File: config.mk
export PLATFORM = sky130hd
export DESIGN_NAME = flash_cfg_cmd_if
export DESIGN_NICKNAME = d
export VERILOG_FILES = /design/src/rtl/flash_cfg_pkg.sv /design/src/rtl/fcc_strobe_capture.sv /design/src/rtl/fcc_cmd_fsm.sv /design/src/rtl/fcc_cfg_reg.sv /design/src/rtl/flash_cfg_cmd_if.sv
export SDC_FILE = /design/constraint.sdc
export NUM_CORES = 1
export LEC_CHECK = 0
export BUFFER_PORTS_ARGS = -buffer_cell sky130_fd_sc_hd__buf_2
export CAP_MARGIN = 30
export CORE_ASPECT_RATIO = 1.5
export CORE_MARGIN = 10
export CORE_UTILIZATION = 50
export CTS_CLUSTER_SIZE = 30
export DETAILED_ROUTE_END_ITERATION = 12
export GPL_ROUTABILITY_DRIVEN = 0
export GPL_TIMING_DRIVEN = 0
export HOLD_SLACK_MARGIN = 0.06
export PLACE_DENSITY = 0.84
export REMOVE_ABC_BUFFERS = 1
export SYNTH_ARGS = -nofsm -noshare
export SYNTH_HDL_FRONTEND = slang
export SYNTH_SLANG_ARGS = --single-unit
File: constraint.sdc
create_clock -name clk -period 2.5 [get_ports clk]
set_clock_uncertainty 0.15 [all_clocks]
set_input_delay 0.25 -clock clk [delete_from_list [all_inputs] [get_ports clk]]
set_output_delay 0.25 -clock clk [all_outputs]
set_load 0.1 [all_outputs]
File: src/rtl/flash_cfg_pkg.sv
package flash_cfg_pkg;
   localparam int CFG_W = 16;
   localparam int CMD_W = 8;

   localparam logic [CMD_W-1:0] CMD_CFG_SETUP   = 8'h60;
   localparam logic [CMD_W-1:0] CMD_CFG_CONFIRM = 8'h03;
   localparam logic [CMD_W-1:0] CMD_READ_ID     = 8'h90;
   localparam logic [CMD_W-1:0] CMD_READ_ARRAY  = 8'hFF;

   localparam logic [CFG_W-1:0] CFG_RESET_VAL = 16'hBFC7;
   localparam logic [CFG_W-1:0] CFG_RSV_MASK  = 16'h4030;

   typedef enum logic [1:0] {
      ST_ARRAY = 2'd0,
      ST_IDENT = 2'd1,
      ST_PEND  = 2'd2
   } cmd_state_t;
endpackage

File: src/rtl/fcc_strobe_capture.sv
module fcc_strobe_capture
   import flash_cfg_pkg::*;
#(
   parameter int DATA_W = 16
) (
   input  logic              clk,
   input  logic              rst_n,
   input  logic              ce_n,
   input  logic              we_n,
   input  logic              adv_n,
   input  logic [CFG_W-1:0]  addr_lo,
   input  logic [DATA_W-1:0] data,
   output logic              evt_valid,
   output logic [CFG_W-1:0]  evt_val,
   output logic [DATA_W-1:0] evt_cmd
);
   logic              ce_q, we_q, adv_q, done_q;
   logic [CFG_W-1:0]  addr_q;
   logic [DATA_W-1:0] data_q;
   logic              cyc_open, rise_any, fire;

   assign cyc_open = !ce_q && !we_q && !done_q;
   assign rise_any = (!ce_q && ce_n) || (!we_q && we_n) || (!adv_q && adv_n);
   assign fire     = cyc_open && rise_any;

   always_ff @(posedge clk) begin
      if (!rst_n) begin
         ce_q      <= 1'b1;
         we_q      <= 1'b1;
         adv_q     <= 1'b1;
         done_q    <= 1'b0;
         addr_q    <= '0;
         data_q    <= '0;
         evt_valid <= 1'b0;
         evt_val   <= '0;
         evt_cmd   <= '0;
      end else begin
         ce_q      <= ce_n;
         we_q      <= we_n;
         adv_q     <= adv_n;
         addr_q    <= addr_lo;
         data_q    <= data;
         evt_valid <= fire;
         if (fire) begin
            evt_val <= addr_q;
            evt_cmd <= data_q;
         end
         if (fire)
            done_q <= 1'b1;
         else if (ce_n || we_n)
            done_q <= 1'b0;
      end
   end


   single_capture_chk: assert property (@(posedge clk) disable iff (!rst_n)
      evt_valid |=> !evt_valid);
endmodule

File: src/rtl/fcc_cmd_fsm.sv
module fcc_cmd_fsm
   import flash_cfg_pkg::*;
#(
   parameter int DATA_W        = 16,
   parameter bit REQUIRE_MATCH = 1'b1
) (
   input  logic              clk,
   input  logic              rst_n,
   input  logic              evt_valid,
   input  logic [CFG_W-1:0]  evt_val,
   input  logic [DATA_W-1:0] evt_cmd,
   output logic              ident_mode,
   output logic              load_en,
   output logic [CFG_W-1:0]  load_val
);
   localparam logic [DATA_W-1:0] W_SETUP   = DATA_W'(CMD_CFG_SETUP);
   localparam logic [DATA_W-1:0] W_CONFIRM = DATA_W'(CMD_CFG_CONFIRM);
   localparam logic [DATA_W-1:0] W_READ_ID = DATA_W'(CMD_READ_ID);
   localparam logic [DATA_W-1:0] W_READ_AR = DATA_W'(CMD_READ_ARRAY);

   cmd_state_t       state_q;
   logic [CFG_W-1:0] pend_val_q;
   logic             val_ok;

   generate
      if (REQUIRE_MATCH) begin : g_match
         assign val_ok = (evt_val == pend_val_q);
      end else begin : g_nomatch
         assign val_ok = 1'b1;
      end
   endgenerate

   assign load_en    = evt_valid && (state_q == ST_PEND) && (evt_cmd == W_CONFIRM) && val_ok;
   assign load_val   = evt_val;
   assign ident_mode = (state_q == ST_IDENT);

   always_ff @(posedge clk) begin
      if (!rst_n) begin
         state_q    <= ST_ARRAY;
         pend_val_q <= '0;
      end else if (evt_valid) begin
         if (state_q == ST_PEND) begin
            state_q <= ST_ARRAY;
         end else if (evt_cmd == W_SETUP) begin
            state_q    <= ST_PEND;
            pend_val_q <= evt_val;
         end else if (evt_cmd == W_READ_ID) begin
            state_q <= ST_IDENT;
         end else if (evt_cmd == W_READ_AR) begin
            state_q <= ST_ARRAY;
         end
      end
   end


   pend_exit_chk: assert property (@(posedge clk) disable iff (!rst_n)
      (state_q == ST_PEND && evt_valid) |=> (state_q == ST_ARRAY));
endmodule

File: src/rtl/fcc_cfg_reg.sv
module fcc_cfg_reg
   import flash_cfg_pkg::*;
#(
   parameter logic [CFG_W-1:0] RESET_VAL = CFG_RESET_VAL,
   parameter logic [CFG_W-1:0] RSV_MASK  = CFG_RSV_MASK
) (
   input  logic             clk,
   input  logic             rst_n,
   input  logic             load_en,
   input  logic [CFG_W-1:0] load_val,
   output logic [CFG_W-1:0] cfg
);
   logic [CFG_W-1:0] cfg_q, wr_val;

   generate
      if (RSV_MASK == '0) begin : g_plain
         assign wr_val = load_val;
      end else begin : g_masked
         assign wr_val = load_val & ~RSV_MASK;
      end
   endgenerate

   always_ff @(posedge clk) begin
      if (!rst_n)
         cfg_q <= RESET_VAL;
      else if (load_en)
         cfg_q <= wr_val;
   end

   assign cfg = cfg_q;
endmodule

File: src/rtl/flash_cfg_cmd_if.sv
module flash_cfg_cmd_if
   import flash_cfg_pkg::*;
#(
   parameter int               ADDR_W        = 23,
   parameter int               DATA_W        = 16,
   parameter int               ID_OFFSET     = 5,
   parameter bit               REQUIRE_MATCH = 1'b1,
   parameter logic [CFG_W-1:0] RESET_VAL     = CFG_RESET_VAL,
   parameter logic [CFG_W-1:0] RSV_MASK      = CFG_RSV_MASK
) (
   input  logic              clk,
   input  logic              rst_n,
   input  logic              bus_ce_n,
   input  logic              bus_we_n,
   input  logic              bus_adv_n,
   input  logic [ADDR_W-1:0] bus_addr,
   input  logic [DATA_W-1:0] bus_data,
   output logic              rd_ident,
   output logic [CFG_W-1:0]  cfg_value,
   output logic [CFG_W-1:0]  id_rdata
);
   localparam logic [ADDR_W-1:0] ID_ADDR = ADDR_W'(ID_OFFSET);

   generate
      if (ADDR_W < CFG_W) begin : g_bad_addr
         $error("ADDR_W must cover the configuration value");
      end
      if (DATA_W < CMD_W) begin : g_bad_data
         $error("DATA_W must hold a command byte");
      end
      if ((RESET_VAL & RSV_MASK) != '0) begin : g_bad_default
         $error("reset value sets reserved bits");
      end
   endgenerate

   logic              evt_valid, load_en, ident_mode;
   logic [CFG_W-1:0]  evt_val, load_val, cfg;
   logic [DATA_W-1:0] evt_cmd;

   fcc_strobe_capture #(.DATA_W(DATA_W)) u_cap (
      .clk(clk), .rst_n(rst_n),
      .ce_n(bus_ce_n), .we_n(bus_we_n), .adv_n(bus_adv_n),
      .addr_lo(bus_addr[CFG_W-1:0]), .data(bus_data),
      .evt_valid(evt_valid), .evt_val(evt_val), .evt_cmd(evt_cmd)
   );

   fcc_cmd_fsm #(.DATA_W(DATA_W), .REQUIRE_MATCH(REQUIRE_MATCH)) u_fsm (
      .clk(clk), .rst_n(rst_n),
      .evt_valid(evt_valid), .evt_val(evt_val), .evt_cmd(evt_cmd),
      .ident_mode(ident_mode), .load_en(load_en), .load_val(load_val)
   );

   fcc_cfg_reg #(.RESET_VAL(RESET_VAL), .RSV_MASK(RSV_MASK)) u_reg (
      .clk(clk), .rst_n(rst_n),
      .load_en(load_en), .load_val(load_val), .cfg(cfg)
   );

   assign rd_ident  = ident_mode;
   assign cfg_value = cfg;
   assign id_rdata  = (ident_mode && bus_addr == ID_ADDR) ? cfg : '0;


   cfg_hold_chk: assert property (@(posedge clk) disable iff (!rst_n)
      !evt_valid |=> $stable(cfg_value));

   rsv_zero_chk: assert property (@(posedge clk) disable iff (!rst_n)
      (cfg_value & RSV_MASK) == '0);
endmodule

==> results summary, run 1 <==
Counting I/O delays and the setup requirement, the final critical path takes 2330 ps. The number of buffers inserted by post-CTS setup repair came out at 0. The final total power is 2.87 mW. The cell family contributing the most delay on the critical path is buffers and inverters. The post-detailed-route DRC marker count came out at 0. Along the worst path, the maximum fanout reaches 13. The number of global-route vias before repair is 3172. The count of endpoints failing hold in the final timing report is 0. The count of input and output buffers is 70. Dividing the final minimum period by the clock period gives 93.3%. The effective utilization at floorplan is 51.8%.

The average detailed-routed wire length per instance came out at 13.3 um. The max-slew headroom at the worst pin came out at 33.6%. The worst hold path terminates at u_reg.cfg[10]. The worst-case register-to-register setup slack is 260 ps.

The worst path required time is 2100 ps. The flow ran to the end, and the final reports show no timing, DRC or antenna violations. The post-synthesis cell type count is 38. The DRC violation total after the first TritonRoute iteration came out at 316. The number of H-tree branching levels is 3. The total die area is 0.0115 mm^2. In this run, synthesis inferred 0 flip-flops with an integrated enable.

The area of the multi-input gates is 0.00164 mm^2. TritonCTS built the clock tree. The register bit total from synthesis is 100. The proportion of register bits with asynchronous set or reset after synthesis is 0%. The half-perimeter wire length after detailed placement came out at 5.83 mm. In the routed layout, each cell is associated on average with a via count of 4.96. The number of fillers in the final layout came out at 594. After clock tree synthesis, the clock-pin slew on the worst setup and hold paths is 80 ps. Summing all flip-flop and latch instances after layout gives 0.00200 mm^2. The tree is rooted in a sky130_fd_sc_hd__clkbuf_8. The initial antenna violation count came to 0.

The netlist area before placement is 0.00377 mm^2. For this design the top-level I/O count stands at 77. Counting every sink on the clock net gives 100. Counting both buffers and inverters, the worst setup path holds a total of 3. The reg-to-reg critical path startpoint is u_cap.evt_cmd[4]. The die extent in x came out at 90.9 um. The total of max-cap violations came out at 0. The number of standard-cell rows in the floorplan came out at 38. The worst supply voltage drop on vdd is 434 uV.

Setup repair after global routing left no endpoint under its margin. The critical path launch point is bus_addr[12]. The detailed-route wire length is 8.42 mm.

The post-synthesis to final-layout area growth came out at 26.8%. The fraction of the yosys area taken by sequential cells came out at 53.1%. The overall via count from detail_route is 3147.

In this run the standard cell core region covers 0.00727 mm^2. The worst setup path is of the in2out kind. The final setup violation count is 0. After routing the design area is 0.00478 mm^2.

The worst min-delay path startpoint is rst_n. Timing would allow up to 0.429 GHz. The global-route usage over all layers came out at 14.9%. For this run, the number of Yosys warnings is 0. Cells fill 65.7% of the core in the end.

Synthesis handed over a netlist of 435 instances. Once placement finished, the instance area stood at 0.00418 mm^2. The slew at the pin closest to its max-slew limit came out at 987 ps. The maximum buffer depth of the clock tree is 2. The maximum number of pins on one net before global-route repair came out at 54.

The post-synthesis area per instance came out at 8.66 um^2. The classification of the worst-slack hold path is in2reg. The ratio of total power to cell area is 602 mW/mm^2. The leakage component of the power came out at 1.77 nW.

The arrival time at the worst endpoint is 1930 ps. The first global-routing pass estimated 14.4 mm of wire. The worst hold path was traced through 2 stages.

The final antenna-violating net count is 0. The type of destination of the critical path is an output port. The layout cell share with drive strength beyond 1 came out at 19.1%. The worst hold slack is 243 ps. The pre-antenna-repair detailed-routing pass consisted of 4 iterations.

The number of buffers created by CTS came out at 9. The number of cells on the worst reg-to-reg path is 5. The vertical die dimension came out at 126 um.

The number of nets at the end of the flow came out at 574. For this run, the leading register cell type out of synthesis is sky130_fd_sc_hd__dfxtp_1. The repair_antennas step left the layout with diodes totalling 0.

The worst-skew pair later-pin latency came out at 360 ps. The number of pins exceeding their max-slew limit in the final report is 0. The worst setup path is launched from a primary input. Traced cell by cell, the critical path runs through dlygate4sd3_1 -> buf_2 -> nor3_1 -> nand3_1 -> nor2_4 -> and2_1 -> buf_4. For this run, the slowest stage of the critical path takes 530 ps.

The slowest cell on the critical path is sky130_fd_sc_hd__dlygate4sd3_1. The total congestion overflow after global routing came out at 0. The end of the worst register-to-register path is u_fsm.pend_val_q[2].
==> worst max path at each step <==
| stage | to | slack, ps | cells past startpoint |
|---|---|---|---|
| floorplan | id_rdata[0] | -1000 | 4 |
| finish | id_rdata[3] | 170 | 7 |
| global route | id_rdata[0] | 10 | 5 |
| global placement | u_cap.evt_val[9] | -1840 | 5 |
| CTS | id_rdata[3] | 30 | 7 |
| detailed placement | id_rdata[3] | -20 | 6 |
==> worst register-to-register path: stages, from the launching register on <==
cell	delay (ps)
sky130_fd_sc_hd__dfxtp_1	360
sky130_fd_sc_hd__nor3b_1	350
sky130_fd_sc_hd__nand2_1	150
sky130_fd_sc_hd__nor3_2	830
sky130_fd_sc_hd__nand2_1	130
sky130_fd_sc_hd__a21oi_1	180
==> registers in the layout, summed over array words and instances, names as in the netlist, 2 cells and up <==
name,cells
u_cap.addr_q,16
u_cap.data_q,16
u_cap.evt_cmd,16
u_cap.evt_val,16
u_fsm.pend_val_q,16
u_fsm.state_q,2
u_reg.cfg,13
==> synthesized netlist by cell type (all sizes together) (4+ instances only) <==
cell type	count	area [um^2]
nor4	9	92.6
nor2	6	22.5
buf	9	66.3
nand3	28	140
nand4	8	56.3
nand2	99	372
inv	5	18.8
dfxtp	100	2000
a21oi	53	265
o21ai	14	73.8
xnor2	15	131
nand2b	4	25.0
and2	46	288
clkbuf	22	82.6
==> routing by layer <==
metal	wire [um]	global-route usage (%)	share of wire, %
met5	0	0	0
met4	170	5.18	2.0
met1	3340	16.0	40
met2	4290	25.9	51
met3	614	5.84	7.3
==> layout by cell type (no fill, tap or decap), types with 2 or more instances in the layout <==
cell	n
sky130_fd_sc_hd__conb_1	6
sky130_fd_sc_hd__nor4_4	2
sky130_fd_sc_hd__nand2_1	99
sky130_fd_sc_hd__dfxtp_1	100
sky130_fd_sc_hd__nor4_2	3
sky130_fd_sc_hd__clkbuf_8	11
sky130_fd_sc_hd__or4_1	2
sky130_fd_sc_hd__nor2_1	5
sky130_fd_sc_hd__nand4_1	7
sky130_fd_sc_hd__nand2b_1	4
sky130_fd_sc_hd__buf_4	17
sky130_fd_sc_hd__buf_2	57
sky130_fd_sc_hd__and2_1	46
sky130_fd_sc_hd__dlygate4sd3_1	35
sky130_fd_sc_hd__o21ai_0	4
sky130_fd_sc_hd__a21oi_1	53
sky130_fd_sc_hd__nor4_1	4
sky130_fd_sc_hd__inv_1	4
sky130_fd_sc_hd__o21ai_1	9
sky130_fd_sc_hd__clkinv_2	2
sky130_fd_sc_hd__xnor2_1	15
sky130_fd_sc_hd__nand3_1	28
==> cell type report <==
cell class                 instances  share of cell area, %
sequential                       100                   41.9
multi-input combinational        304                   34.3
timing repair buffer             110                   16.6
clock buffer                      12                   3.25
tap                              100                   2.62
clock inverter                     4                  0.995
inverter                           5                  0.393
==> metrics by stage <==
stage / std cells / TNS (ps) / setup slack [ps]
detailed placement: 583 / -93.6 / -15.4
global placement: 579 / -58000 / -1840
floorplan: 409 / -33650 / -1000
CTS: 634 / 0 / 34.5
finish: 635 / 0 / 168
global route: 635 / 0 / 10.8
==> kinds of logic (layout without fill, tap and decap cells) <==
family | Yosys count | after routing | synth area share, %
other | 1 | 6 | 0.0995
buffers and inverters | 36 | 131 | 4.45
AND/OR/NAND/NOR | 211 | 211 | 28.8
flip-flops | 100 | 100 | 53.1
AO/OA/AOI/OAI | 71 | 71 | 9.86
XOR/XNOR | 16 | 16 | 3.72
==> where the power goes <==
part,switching (mW),total [mW],internal (mW)
Combinational,0.111,0.202,0.0908
Sequential,0.0153,1.64,1.63
Clock,0.516,1.03,0.514
Total,0.642,2.87,2.23
==> repair_timing <==
| item | 4_1_cts | 5_1_grt |
|---|---|---|
| hold buffers | 35 | 0 |
| setup endpoints to repair | 13 | 13 |
| resized for setup | 14 | 1 |
| hold endpoints to repair | 36 | 0 |
Note: power is estimated with default switching activity, not from simulation.
==> run 2, diff against run 1 <==
--- a/config.mk
+++ b/config.mk
@@ -5,7 +5,8 @@
 export SDC_FILE = /design/constraint.sdc
 export NUM_CORES = 1
 export LEC_CHECK = 0
-export BUFFER_PORTS_ARGS = -buffer_cell sky130_fd_sc_hd__buf_2
+export ABC_AREA = 1
+export BUFFER_PORTS_ARGS = -buffer_cell sky130_fd_sc_hd__clkbuf_2
 export CAP_MARGIN = 30
 export CORE_ASPECT_RATIO = 1.5
 export CORE_MARGIN = 10
@@ -15,7 +16,7 @@
 export GPL_ROUTABILITY_DRIVEN = 0
 export GPL_TIMING_DRIVEN = 0
 export HOLD_SLACK_MARGIN = 0.06
-export PLACE_DENSITY = 0.84
+export PLACE_DENSITY = 0.83
 export REMOVE_ABC_BUFFERS = 1
 export SYNTH_ARGS = -nofsm -noshare
 export SYNTH_HDL_FRONTEND = slang
==> results summary, run 2 <==
The total placed cells including tap cells came out at 673 (+15%). The half-perimeter wire length after detailed placement is 5.99 mm (+2.6%). The layout cell share with drive strength beyond 1 came out at 21.5% (+2.4 points). The flow ran to the end, and the final reports show no timing, DRC or antenna violations.

The post-synthesis area per instance was 7.77 um^2 (-10%). The register bit total from synthesis is 100 (unchanged). The final design utilization was 64.9% (-0.73 points).

The die extent in x came out at 93.6 um (+2.9%). The netlist area before placement is 0.00406 mm^2 (+7.7%). The overall via count from detail_route came out at 3435 (+9.2%). The tree is rooted in a sky130_fd_sc_hd__clkbuf_16. The number of standard-cell rows in the floorplan is 40 (+5.3%). The worst-skew pair later-pin latency came to 350 ps (about the same). By count the netlist is led by sky130_fd_sc_hd__dfxtp_1, sky130_fd_sc_hd__nand2_1, sky130_fd_sc_hd__inv_1, sky130_fd_sc_hd__nor2_1, sky130_fd_sc_hd__o21ai_0.

The average detailed-routed wire length per instance came to 11.9 um (-9.9%). The post-synthesis to final-layout area growth is 27.4%. In this run the critical register-to-register path is launched from u_cap.done_q. The worst path required time is 2100 ps (about the same). Traced cell by cell, the critical path runs through dlygate4sd3_1 -> clkbuf_2 -> nor4_1 -> nand4_1 -> buf_4 -> nor2_1 -> buf_6.

The number of H-tree branching levels is 3 (unchanged). Summed over all instances, the cell type with the most area after synthesis is sky130_fd_sc_hd__dfxtp_1. The type of destination of the critical path is an output port. The number of inserted diodes came to 0 (unchanged). The highest cell delay on the worst timing path came to 540 ps (about the same).

The vertical die dimension came out at 130 um (+3.2%). TritonCTS built the clock tree. The leakage component of the power is 2.63 nW (+48%).

The fraction of the yosys area taken by sequential cells is 49.3% (-3.8 points). The arrival time at the worst endpoint came out at 2050 ps (+120 ps). The worst supply voltage drop on vdd is 527 uV (+22%). The total congestion overflow after global routing is 0 (unchanged). The ratio of total power to cell area was 663 mW/mm^2 (+10%).

The worst hold path begins at u_fsm.state_q[0]. The boundary pin count came to 77 (unchanged). The global-route wire length before repair came to 14.9 mm (+3.4%). The worst-case hold path end point is u_fsm.state_q[0].

The detailed-route wire length came out at 8.66 mm (+2.8%). The number of nets at the end of the flow is 659 (+15%). The maximum buffer depth of the clock tree was 2 (unchanged).

The core outline area is 0.00796 mm^2 (+9.4%). The endpoint identified for the worst register-to-register timing path is u_cap.evt_cmd[0]. The final critical path time including I/O delays and setup is 2450 ps (+115 ps). The post-route fraction of the period consumed by the critical path was 97.9% (+4.6 points). The total of max-cap violations came to 0 (unchanged).

The library cell used most frequently in the layout, excluding fill and tap cells, is sky130_fd_sc_hd__dfxtp_1. The final setup violation count is 0 (unchanged). Yosys instantiated no cell more often than sky130_fd_sc_hd__dfxtp_1. The number of buffers created by CTS came out at 9 (unchanged). The worst-case register-to-register setup slack is 570 ps (+310 ps). The effective utilization at floorplan came to 51.0% (-0.82 points). The number of global-route vias before repair is 3502 (+10%). The DRC violation total after the first TritonRoute iteration is 182 (-42%).

The number of instances on the worst hold path is 2 (unchanged). The post-CTS clock slew at the launch and capture registers of the worst setup and hold paths was 60 ps (-20 ps). The post-detailed-route DRC marker count was 0 (unchanged). The slew at the pin closest to its max-slew limit came out at 876 ps (-111 ps). The count of input and output buffers is 70 (unchanged). The count of endpoints failing hold in the final timing report came out at 0 (unchanged). The critical path is of the in2out type.

The timing-limited maximum frequency is 0.409 GHz (-4.7%). For this run, the leading register cell type out of synthesis is sky130_fd_sc_hd__dfxtp_1. The number of fillers in the final layout came out at 650 (+9.4%). The number of vias per cell is 4.74 (-4.4%). STA classifies the critical path startpoint as a primary input. The final antenna-violating net count came out at 0 (unchanged). The number of sinks driven by the clock tree came out at 100 (unchanged). The top-area cell type share of the netlist area was 49.3% (-3.8 points).

The slowest stage of the critical path is the sky130_fd_sc_hd__dlygate4sd3_1 cell. The total die area is 0.0122 mm^2 (+6.2%). The maximum number of pins on one net before global-route repair came out at 96 (+78%).

The library cells used most frequently in the layout, excluding fill and tap cells, are sky130_fd_sc_hd__dfxtp_1, sky130_fd_sc_hd__nand2_1, sky130_fd_sc_hd__inv_1. The final total power is 3.43 mW (+19%). The max-slew headroom at the worst pin was 41.6% (+7.9 points). The warning count from the yosys run is 0 (unchanged).

The number of instances in the synthesized netlist is 522 (+20%). The largest fanout of any net on the critical path is 13 (unchanged). The number of synthesized flops with an enable pin came to 0 (unchanged). The number of standard cells in the layout, taps in and fillers out is 725 (+14%). The initial antenna violation count is 0 (unchanged). The proportion of register bits with asynchronous set or reset after synthesis came out at 0% (unchanged). The post-synthesis cell type count is 30 (-21%). The number of detailed-routing iterations run before antenna repair is 5 (+1). The global-route usage over all layers was 15.0% (+0.13 points). The number of cell instances on the worst register-to-register path came to 6 (+1). By area the synthesized netlist is led by sky130_fd_sc_hd__dfxtp_1, sky130_fd_sc_hd__nand2_1, sky130_fd_sc_hd__inv_1. The classification of the worst-slack hold path is reg2reg. The number of pins exceeding their max-slew limit in the final report came out at 0 (unchanged).
[run 2: cell count changes after synthesis, sizes merged, moves of 6 or more]
cell,delta
nor2,+75
inv,+71
and2,-46
o21ai,+36
a21oi,-15
xnor2,-12
nand2,-11
nand3,-11
xor2,+10
clkbuf,-7
nand4,+7
buf,+6
nor4,-6
[run 2: repair_timing]
item,4_1_cts,5_1_grt
hold endpoints to repair,36,0
hold buffers,35,0
setup endpoints to repair,13,13
resized for setup,14,21
pin swaps,1,0
buffers inserted,1,0
[run 2: worst max-delay path: cells and delay by family]
family,cells,cell delay [ps]
buf+inv,4,1130
simple gates,3,650
[run 2: metal layers]
layer | vias up | global-route usage [%] | share of wire (%)
met5 | - | 0 | 0
met4 | 0 | 6.73 | 2.4
met3 | 11 | 5.00 | 5.5
met2 | 81 | 29.0 | 55
met1 | 1539 | 13.6 | 37
li1 | 1804 | - | -
[run 2: how the worst max path moves through the flow]
stage | from | end | slack (ps) | depth (start not counted)
3_3_place_gp | u_fsm.state_q[0] | id_rdata[0] | -290 | 7
4_1_cts | bus_addr[5] | id_rdata[15] | 10 | 7
6_report | bus_addr[9] | id_rdata[15] | 50 | 7
5_1_grt | bus_addr[9] | id_rdata[15] | -30 | 7
3_5_place_dp | u_fsm.state_q[0] | id_rdata[15] | -350 | 7
2_1_floorplan | u_fsm.state_q[0] | id_rdata[0] | -1840 | 6
[run 2: per-stage QoR]
step	TNS [ps]	setup WS (ps)	cell area (um^2)	hold WS (ps)
4_1_cts	0	9.78	5130	327
3_3_place_gp	-6070	-291	4380	284
6_report	0	52.6	5170	322
3_5_place_dp	-4170	-346	4410	286
5_1_grt	-25.7	-25.7	5170	347
2_1_floorplan	-19230	-1840	3900	169
[run 2: logic make-up (layout without fill, tap and decap cells)]
family / count (synthesis) / after routing / share of synthesized area, %
other: 1 / 6 / 0.0924
AOI/OAI and AO/OA: 88 / 88 / 12.1
DFF: 100 / 100 / 49.3
buffers and inverters: 106 / 199 / 11.3
xor gates and xnor gates: 14 / 14 / 3.02
and+or+nand+nor: 213 / 213 / 24.1
[run 2: power by group]
part	total (mW)	switching, mW	internal, mW
clock network	1.49	0.603	0.883
registers	1.66	0.0203	1.64
logic	0.280	0.169	0.111
total	3.43	0.793	2.63
[run 2: final cells by class]
class / count / area (um^2) / area share [%]
Clock buffer: 9 / 225 / 4.36
Tap cell: 105 / 131 / 2.54
Sequential cell: 100 / 2000 / 38.7
Clock inverter: 7 / 100 / 1.94
Inverter: 76 / 285 / 5.52
Timing Repair Buffer: 107 / 797 / 15.4
Multi-Input combinational cell: 321 / 1630 / 31.5
